**config.mk**
```make
export PLATFORM = sky130hd
export DESIGN_NAME = hdu_stall_unit
export DESIGN_NICKNAME = d
export VERILOG_FILES = /design/src/rtl/hdu_pkg.sv /design/src/rtl/hdu_stage_cmp.sv /design/src/rtl/hdu_ctrl_reg.sv /design/src/rtl/hdu_stall_unit.sv
export SDC_FILE = /design/constraint.sdc
export NUM_CORES = 1
export LEC_CHECK = 0
export ABC_AREA = 1
export BUFFER_PORTS_ARGS = -buffer_cell sky130_fd_sc_hd__buf_2
export CAP_MARGIN = 20
export CORE_AREA = 2 2 48 50
export DETAILED_ROUTE_END_ITERATION = 7
export DIE_AREA = 0 0 50 52
export PLACE_DENSITY = 0.74
export SETUP_SLACK_MARGIN = 0.15
export SYNTH_ARGS = -nofsm -noshare
export SYNTH_HDL_FRONTEND = slang
export SYNTH_SLANG_ARGS = --single-unit
```
**constraint.sdc**
```tcl
create_clock -name clk -period 1.49 [get_ports clk]
set_input_delay 0.298 -clock clk [delete_from_list [all_inputs] [get_ports clk]]
set_output_delay 0.298 -clock clk [all_outputs]
set_load 0.05 [all_outputs]
```
**src/rtl/hdu_pkg.sv**
```systemverilog
package hdu_pkg;
  // Index of each producer stage in the packed stage arrays.
  typedef enum logic [1:0] {
    STG_EX  = 2'd0,
    STG_MEM = 2'd1,
    STG_WB  = 2'd2
  } hdu_stage_e;

  localparam int unsigned HDU_NUM_STG = 3;
  localparam int unsigned HDU_NUM_SRC = 2;
endpackage

```
**src/rtl/hdu_stage_cmp.sv**
```systemverilog
module hdu_stage_cmp #(
  parameter int unsigned REG_W   = 5,
  parameter int unsigned NUM_SRC = 2
) (
  input  logic                            wen,
  input  logic [REG_W-1:0]                dst,
  input  logic [NUM_SRC-1:0][REG_W-1:0]   src,
  output logic                            hit
);
  logic [NUM_SRC-1:0] eq;
  logic               dst_live;

  // One equality comparator per source number.
  for (genvar s = 0; s < NUM_SRC; s++) begin : g_eq
    assign eq[s] = (dst == src[s]);
  end

  assign dst_live = wen && (dst != '0);
  assign hit      = dst_live && (|eq);
endmodule

```
**src/rtl/hdu_ctrl_reg.sv**
```systemverilog
module hdu_ctrl_reg #(
  parameter int unsigned CTRL_W = 8
) (
  input  logic              clk,
  input  logic              rst_n,
  input  logic              bubble,
  input  logic [CTRL_W-1:0] ctrl_in,
  output logic [CTRL_W-1:0] ctrl_out
);
  // Decode/execute control field: it advances every cycle.
  localparam logic LOAD_EN = 1'b1;

  logic [CTRL_W-1:0] ctrl_d;
  logic [CTRL_W-1:0] ctrl_q;

  always_comb begin
    ctrl_d = ctrl_q;
    if (LOAD_EN) begin
      ctrl_d = bubble ? '0 : ctrl_in;
    end
  end

  always_ff @(posedge clk or negedge rst_n) begin
    if (!rst_n) begin
      ctrl_q <= '0;
    end else begin
      ctrl_q <= ctrl_d;
    end
  end

  assign ctrl_out = ctrl_q;
endmodule

```
**src/rtl/hdu_stall_unit.sv**
```systemverilog
module hdu_stall_unit
  import hdu_pkg::*;
#(
  parameter int unsigned REG_W  = 5,
  parameter int unsigned CTRL_W = 8
) (
  input  logic              clk,
  input  logic              rst_n,
  input  logic [REG_W-1:0]  id_src_a,
  input  logic [REG_W-1:0]  id_src_b,
  input  logic              ex_wen,
  input  logic [REG_W-1:0]  ex_dst,
  input  logic              mem_wen,
  input  logic [REG_W-1:0]  mem_dst,
  input  logic              wb_wen,
  input  logic [REG_W-1:0]  wb_dst,
  input  logic [CTRL_W-1:0] id_ctrl,
  output logic              pc_wen,
  output logic              ir_wen,
  output logic              bubble_sel,
  output logic [CTRL_W-1:0] ex_ctrl
);
  localparam int unsigned NSTG = HDU_NUM_STG;
  localparam int unsigned NSRC = HDU_NUM_SRC;

  logic [NSRC-1:0][REG_W-1:0] srcs;
  logic [NSTG-1:0]            stg_wen;
  logic [NSTG-1:0][REG_W-1:0] stg_dst;
  logic [NSTG-1:0]            stg_hit;
  logic                       stall;

  assign srcs[0] = id_src_a;
  assign srcs[1] = id_src_b;

  assign stg_wen[STG_EX]  = ex_wen;
  assign stg_wen[STG_MEM] = mem_wen;
  assign stg_wen[STG_WB]  = wb_wen;
  assign stg_dst[STG_EX]  = ex_dst;
  assign stg_dst[STG_MEM] = mem_dst;
  assign stg_dst[STG_WB]  = wb_dst;

  // Three stages times two sources: six comparators in total.
  for (genvar g = 0; g < NSTG; g++) begin : g_stg
    hdu_stage_cmp #(.REG_W(REG_W), .NUM_SRC(NSRC)) u_cmp (
      .wen (stg_wen[g]),
      .dst (stg_dst[g]),
      .src (srcs),
      .hit (stg_hit[g])
    );
  end

  assign stall      = |stg_hit;
  assign pc_wen     = ~stall;
  assign ir_wen     = ~stall;
  assign bubble_sel = stall;

  hdu_ctrl_reg #(.CTRL_W(CTRL_W)) u_ctrl (
    .clk      (clk),
    .rst_n    (rst_n),
    .bubble   (bubble_sel),
    .ctrl_in  (id_ctrl),
    .ctrl_out (ex_ctrl)
  );

  // Checks relating ports over time.
  p_ex_stall_r1: assert property (@(posedge clk) disable iff (!rst_n)
    (ex_wen && ex_dst != '0 && (ex_dst == id_src_a || ex_dst == id_src_b)) |-> bubble_sel);
  p_mem_stall_r2: assert property (@(posedge clk) disable iff (!rst_n)
    (mem_wen && mem_dst != '0 && (mem_dst == id_src_a || mem_dst == id_src_b)) |-> bubble_sel);
  p_wb_stall_r3: assert property (@(posedge clk) disable iff (!rst_n)
    (wb_wen && wb_dst != '0 && (wb_dst == id_src_a || wb_dst == id_src_b)) |-> bubble_sel);
  p_zero_dst_r4: assert property (@(posedge clk) disable iff (!rst_n)
    (ex_dst == '0 && mem_dst == '0 && wb_dst == '0) |-> !bubble_sel);
  p_wen_off_r5: assert property (@(posedge clk) disable iff (!rst_n)
    (!ex_wen && !mem_wen && !wb_wen) |-> (pc_wen && ir_wen));
  p_freeze_r6: assert property (@(posedge clk) disable iff (!rst_n)
    bubble_sel |-> (!pc_wen && !ir_wen));
  p_bubble_zero_r7: assert property (@(posedge clk) disable iff (!rst_n)
    bubble_sel |=> (ex_ctrl == '0));
  p_pass_ctrl_r7: assert property (@(posedge clk) disable iff (!rst_n)
    !bubble_sel |=> (ex_ctrl == $past(id_ctrl)));
endmodule

```
# Word level (Yosys, flattened, before mapping)
# Cells that the tools add are included.
word_totals:
  ff_bits: 8
  input_bits: 38
  output_inout_bits: 11
op_classes:
  n_eq_ne: 6
  n_mux: 1
  n_bitwise: 1
  reduce_logical: 13
op_table:
  columns: ["cell", "count"]
  rows:
  - ["5-bit equality test", 6]
  - ["5-bit nonzero test", 3]
  - ["8-bit 2-to-1 mux", 1]
  - ["1-bit logical AND", 6]
  - ["2-bit OR reduction", 3]
  - ["3-bit OR reduction", 1]
  - ["1-bit NOT", 1]

# Depth between registers and ports, before layout
logic_depth:
  ltp_word: 5
  mapped_depth: 10

# Cells and area by module
# Synthesis repeated with hierarchy kept, for this count alone.
hier_totals:
  hier_cells: 167
  area_unflattened_um2: 889.6
modules_own_cells:
  columns: ["mod", "instances", "cells_per_inst", "area_per_inst_um2", "seq_area_each_um2"]
  rows:
  - ["hdu_stage_cmp", 3, 45, 195.2, 0.0]
  - ["hdu_ctrl_reg", 1, 25, 271.5, 200.2]
  - ["hdu_stall_unit", 1, 7, 32.5, 0.0]

# Worst setup path before layout
# OpenSTA, ideal clock, no wires.
synth_path:
  path_kind: "input to output"
  from: "in mem_dst[3]"
  to: "out pc_wen"
  arrival_ns: 1.632
  t_required_ns: 1.192
  slack_ns: -0.440
  path_stages: 8
  path_buffers: 1
  cell_sequence: "inv_1 nand4_1 o21ai_0 inv_1 nand2_1 nand3_4 inv_1 buf_4"
synth_between:
  elab_chain_len: 5
synth_rtl:
  columns: ["item", "line_no", "source"]
  rows:
  - ["start, declared", "hdu_stall_unit.sv:14", "input logic [REG_W-1:0] mem_dst,"]
  - ["5-bit equality test / 5-bit nonzero test (equally long branches)", "hdu_stage_cmp.sv:15, hdu_stage_cmp.sv:18", null]
  - ["2-bit OR reduction / 1-bit logical AND (equally long branches)", "hdu_stage_cmp.sv:19, hdu_stage_cmp.sv:18", null]
  - ["1-bit logical AND *", "hdu_stage_cmp.sv:19", "assign hit = dst_live && (|eq);"]
  - ["3-bit OR reduction *", "hdu_stall_unit.sv:52", "assign stall = |stg_hit;"]
  - ["net bubble_sel", "hdu_stall_unit.sv:20", "output logic bubble_sel,"]
  - ["1-bit NOT *", null, null]
  - ["end, declared", "hdu_stall_unit.sv:18", "output logic pc_wen,"]
# Mark *: on every way through the listed nets, which the timed path passes. The rest lies on a longest branch.

# Worst setup path after layout
layout_path:
  from: "in id_src_a[1]"
  to: "out pc_wen"
layout_between:
  elab_chain_len: 5
layout_rtl:
  columns: ["item", "line_no", "source"]
  rows:
  - ["start, declared", "hdu_stall_unit.sv:9", "input logic [REG_W-1:0] id_src_a,"]
  - ["5-bit equality test", "hdu_stage_cmp.sv:15", "assign eq[s] = (dst == src[s]);"]
  - ["2-bit OR reduction", "hdu_stage_cmp.sv:19", null]
  - ["1-bit logical AND", "hdu_stage_cmp.sv:19", null]
  - ["3-bit OR reduction *", "hdu_stall_unit.sv:52", null]
  - ["1-bit NOT *", "hdu_stall_unit.sv:53", "assign pc_wen = ~stall;"]
# Every way passes the cells marked *; elsewhere a longest branch is shown, timed or not.

==> metrics.md <==
| Metric | Value |
|---|---|
| Die Y | 52 microns |
| Cell Area, Synth | 838 sq um |
| Wire per inst | 10.6 microns |
| Fin area | 1440 sq um |
| CTS Buf Count | 3 |
| Sequential element share of the synthesized area | 23.9% |
| Synth warn | 0 |
| Die ar. | 2600 sq um |
| Fmax | 629 MHz |
| Pwr/cell area | 620 nW/um^2 |
| First DRT Iteration DRCs | 13 |
| Via/cell ratio | 4.51 |
| Synth cell types | 11 |
| CTS clock-pin slew for the worst setup and hold paths | 0.05 ns |
| First-pass GRT wire length | 3.62 mm |
| Final setup violation count | 3 |
| Worst EP required | 1.19 ns |
| Placed cell area | 1120 sq um |
| Endpoints failing hold | 0 |
| Cell count after synthesis | 158 |
| Cell total after placement | 234 |
| Initial core utilization | 39.8% |
| Crit. End Element | output port |
| HP Class | input pin to register |
| Status | finished, violations left |
| Initial antenna violation count | 0 |
| Share of cells above drive strength 1 | 46.9% |
| Clock sink count | 8 |
| Final WL | 2.56 mm |
| Slew @ Worst Pin | 0.255 ns |
| TritonCTS clock tree | yes |
| Pins Over Slew Limit | 0 |
| Detailed Routing Iterations Pass 1 | 4 |
| Commonest non-fill, non-tap cell in the layout | nand2_1 |
| Crit Path Class | input pin to output port |
| Antenna-violating nets left | 0 |
| # H-tree levels | 1 |
| Dpl ws | -0.175 ns |
| Max reg flops | 8 |
| Area grow syn2layout | 71.8% |
| Peak supply drop | 0.491 mV |
| Crit Path Max Fanout | 4 |
| Gr ovfl total | 0 |
| RSZ-0062 raised after global routing | yes |
| Diodes inserted | 0 |
| Violated checks | setup timing |
| Pin count of the biggest net entering global routing | 9 |
| Startpoint types | input pin |
| Hold WS | 0.254 ns |
| Critical path's largest stage delay | 0.16 ns |
| Synth Register Bits | 8 |
| Worst path most repeated cell | nand2_1 |
| Final WS setup | -0.101 ns |
| Pleak | 0.856 nW |
| Mapped Nets | 196 |
| Most frequent cells in the layout | nand2_1, buf_2, nand2_2, inv_1, nor2_1 |
| Root buffer cell | clkbuf_4 |
| FP Rows | 17 |
| Vias in the first global route | 948 |
| Detail Placement HPWL | 1.78 mm |
| Setup TNS | -0.265 ns |
| All-Layer GR Usage | 18.0% |
| Port Buffer Count | 48 |
| RD Place Congestion | 0.840 |
| Max Cap Viol | 0 |
| Fin crit period | 1.59 ns |
| Via count | 1088 |
| Crit path cell chain | buf_8 -> inv_4 -> nand2_1 -> nand2_1 -> nor2_2 -> nand3_1 -> nand2_1 -> nand2_2 -> nand3_4 -> clkinvlp_4 -> buf_8 |
| Non-filler cells, final | 241 |
| Die Wd | 50 microns |
| Critical path's slowest cell | buf_8 |
| Synth Area per Inst | 5.31 sq um |
| DR DRC count | 0 |
| Final #Nets | 253 |
| Top Ports | 49 |
| Max-slew headroom | 83.1% |
| Longest Clk Path Bufs | 2 |
| CP arrival | 1.29 ns |
| Core area | 2110 sq um |
| Final Cycle Share | 107% |
-- cells in the mapped netlist --
| cell | instances | area [sq um] |
|---|---|---|
| nand3_4 | 1 | 17.5 |
| buf_4 | 1 | 7.51 |
| nand3_1 | 7 | 35.0 |
| o21ai_0 | 3 | 15.0 |
| nand2_1 | 68 | 255 |
| dfrtp_1 | 8 | 200 |
| nand4_1 | 2 | 12.5 |
| xnor2_1 | 6 | 52.6 |
| xor2_1 | 2 | 17.5 |
| inv_1 | 35 | 131 |
| nor2_1 | 25 | 93.8 |
-- final timing paths --
check | startpoint | to | slack (ns) | depth (start not counted)
worst max-delay path | id_src_a[1] | pc_wen | -0.10 | 11
min in group asynchronous | rst_n | u_ctrl.ctrl_out[4] | 0.41 | 2
worst min-delay path | id_ctrl[1] | u_ctrl.ctrl_out[1] | 0.25 | 3
max in group asynchronous | rst_n | u_ctrl.ctrl_out[3] | 0.93 | 2
-- worst max-delay path, delay by kind of cell --
kind / cells / cell delay [ns]
buffers and inverters: 4 / 0.40
and+or+nand+nor: 7 / 0.58
-- where the power goes --
part           leakage (nW)  internal (mW)  total [mW]  switching, mW
Clock                0.0138         0.0919       0.163         0.0706
Sequential           0.0957          0.238       0.242        0.00437
Combinational         0.747          0.202       0.487          0.286
-- kinds of logic after synthesis --
family	after synthesis	synth area share (%)
and+or+nand+nor	103	49.4
DFF	8	23.9
AOI/OAI and AO/OA	3	1.79
xor gates and xnor gates	8	8.36
buffers and inverters	36	16.6
-- stage by stage --
stage               utilization [%]  power, mW
finish                         68.4      0.892
global route                   68.4      0.950
CTS                            58.6      0.824
detailed placement             53.3      0.615
global placement               53.3      0.614
floorplan                         -      0.492
-- routing by layer --
| layer | part of all wire (%) | track usage, % | vias up |
|---|---|---|---|
| met5 | 0 | 0 | - |
| met4 | 2.0 | 5.56 | 0 |
| met3 | 4.8 | 3.16 | 6 |
| met2 | 54 | 34.2 | 39 |
| met1 | 39 | 20.3 | 472 |
| li1 | - | - | 571 |
-- cell type report --
class | count | area (sq um)
flip-flops and latches | 8 | 200
inverters | 35 | 148
fillers | 192 | 666
clock buffers | 3 | 22.5
repair buffers | 53 | 460
multi-input cells | 114 | 574
well taps | 28 | 35.0
-- repair_timing --
item,4_1_cts,5_1_grt
resized for setup,27,73
endpoints found under the setup margin,3,3
buffers inserted,2,1
cloned,0,0
hold endpoints to repair,8,0
hold buffers,1,0
pin swaps,11,32
Power figures use the tool's default switching activity.
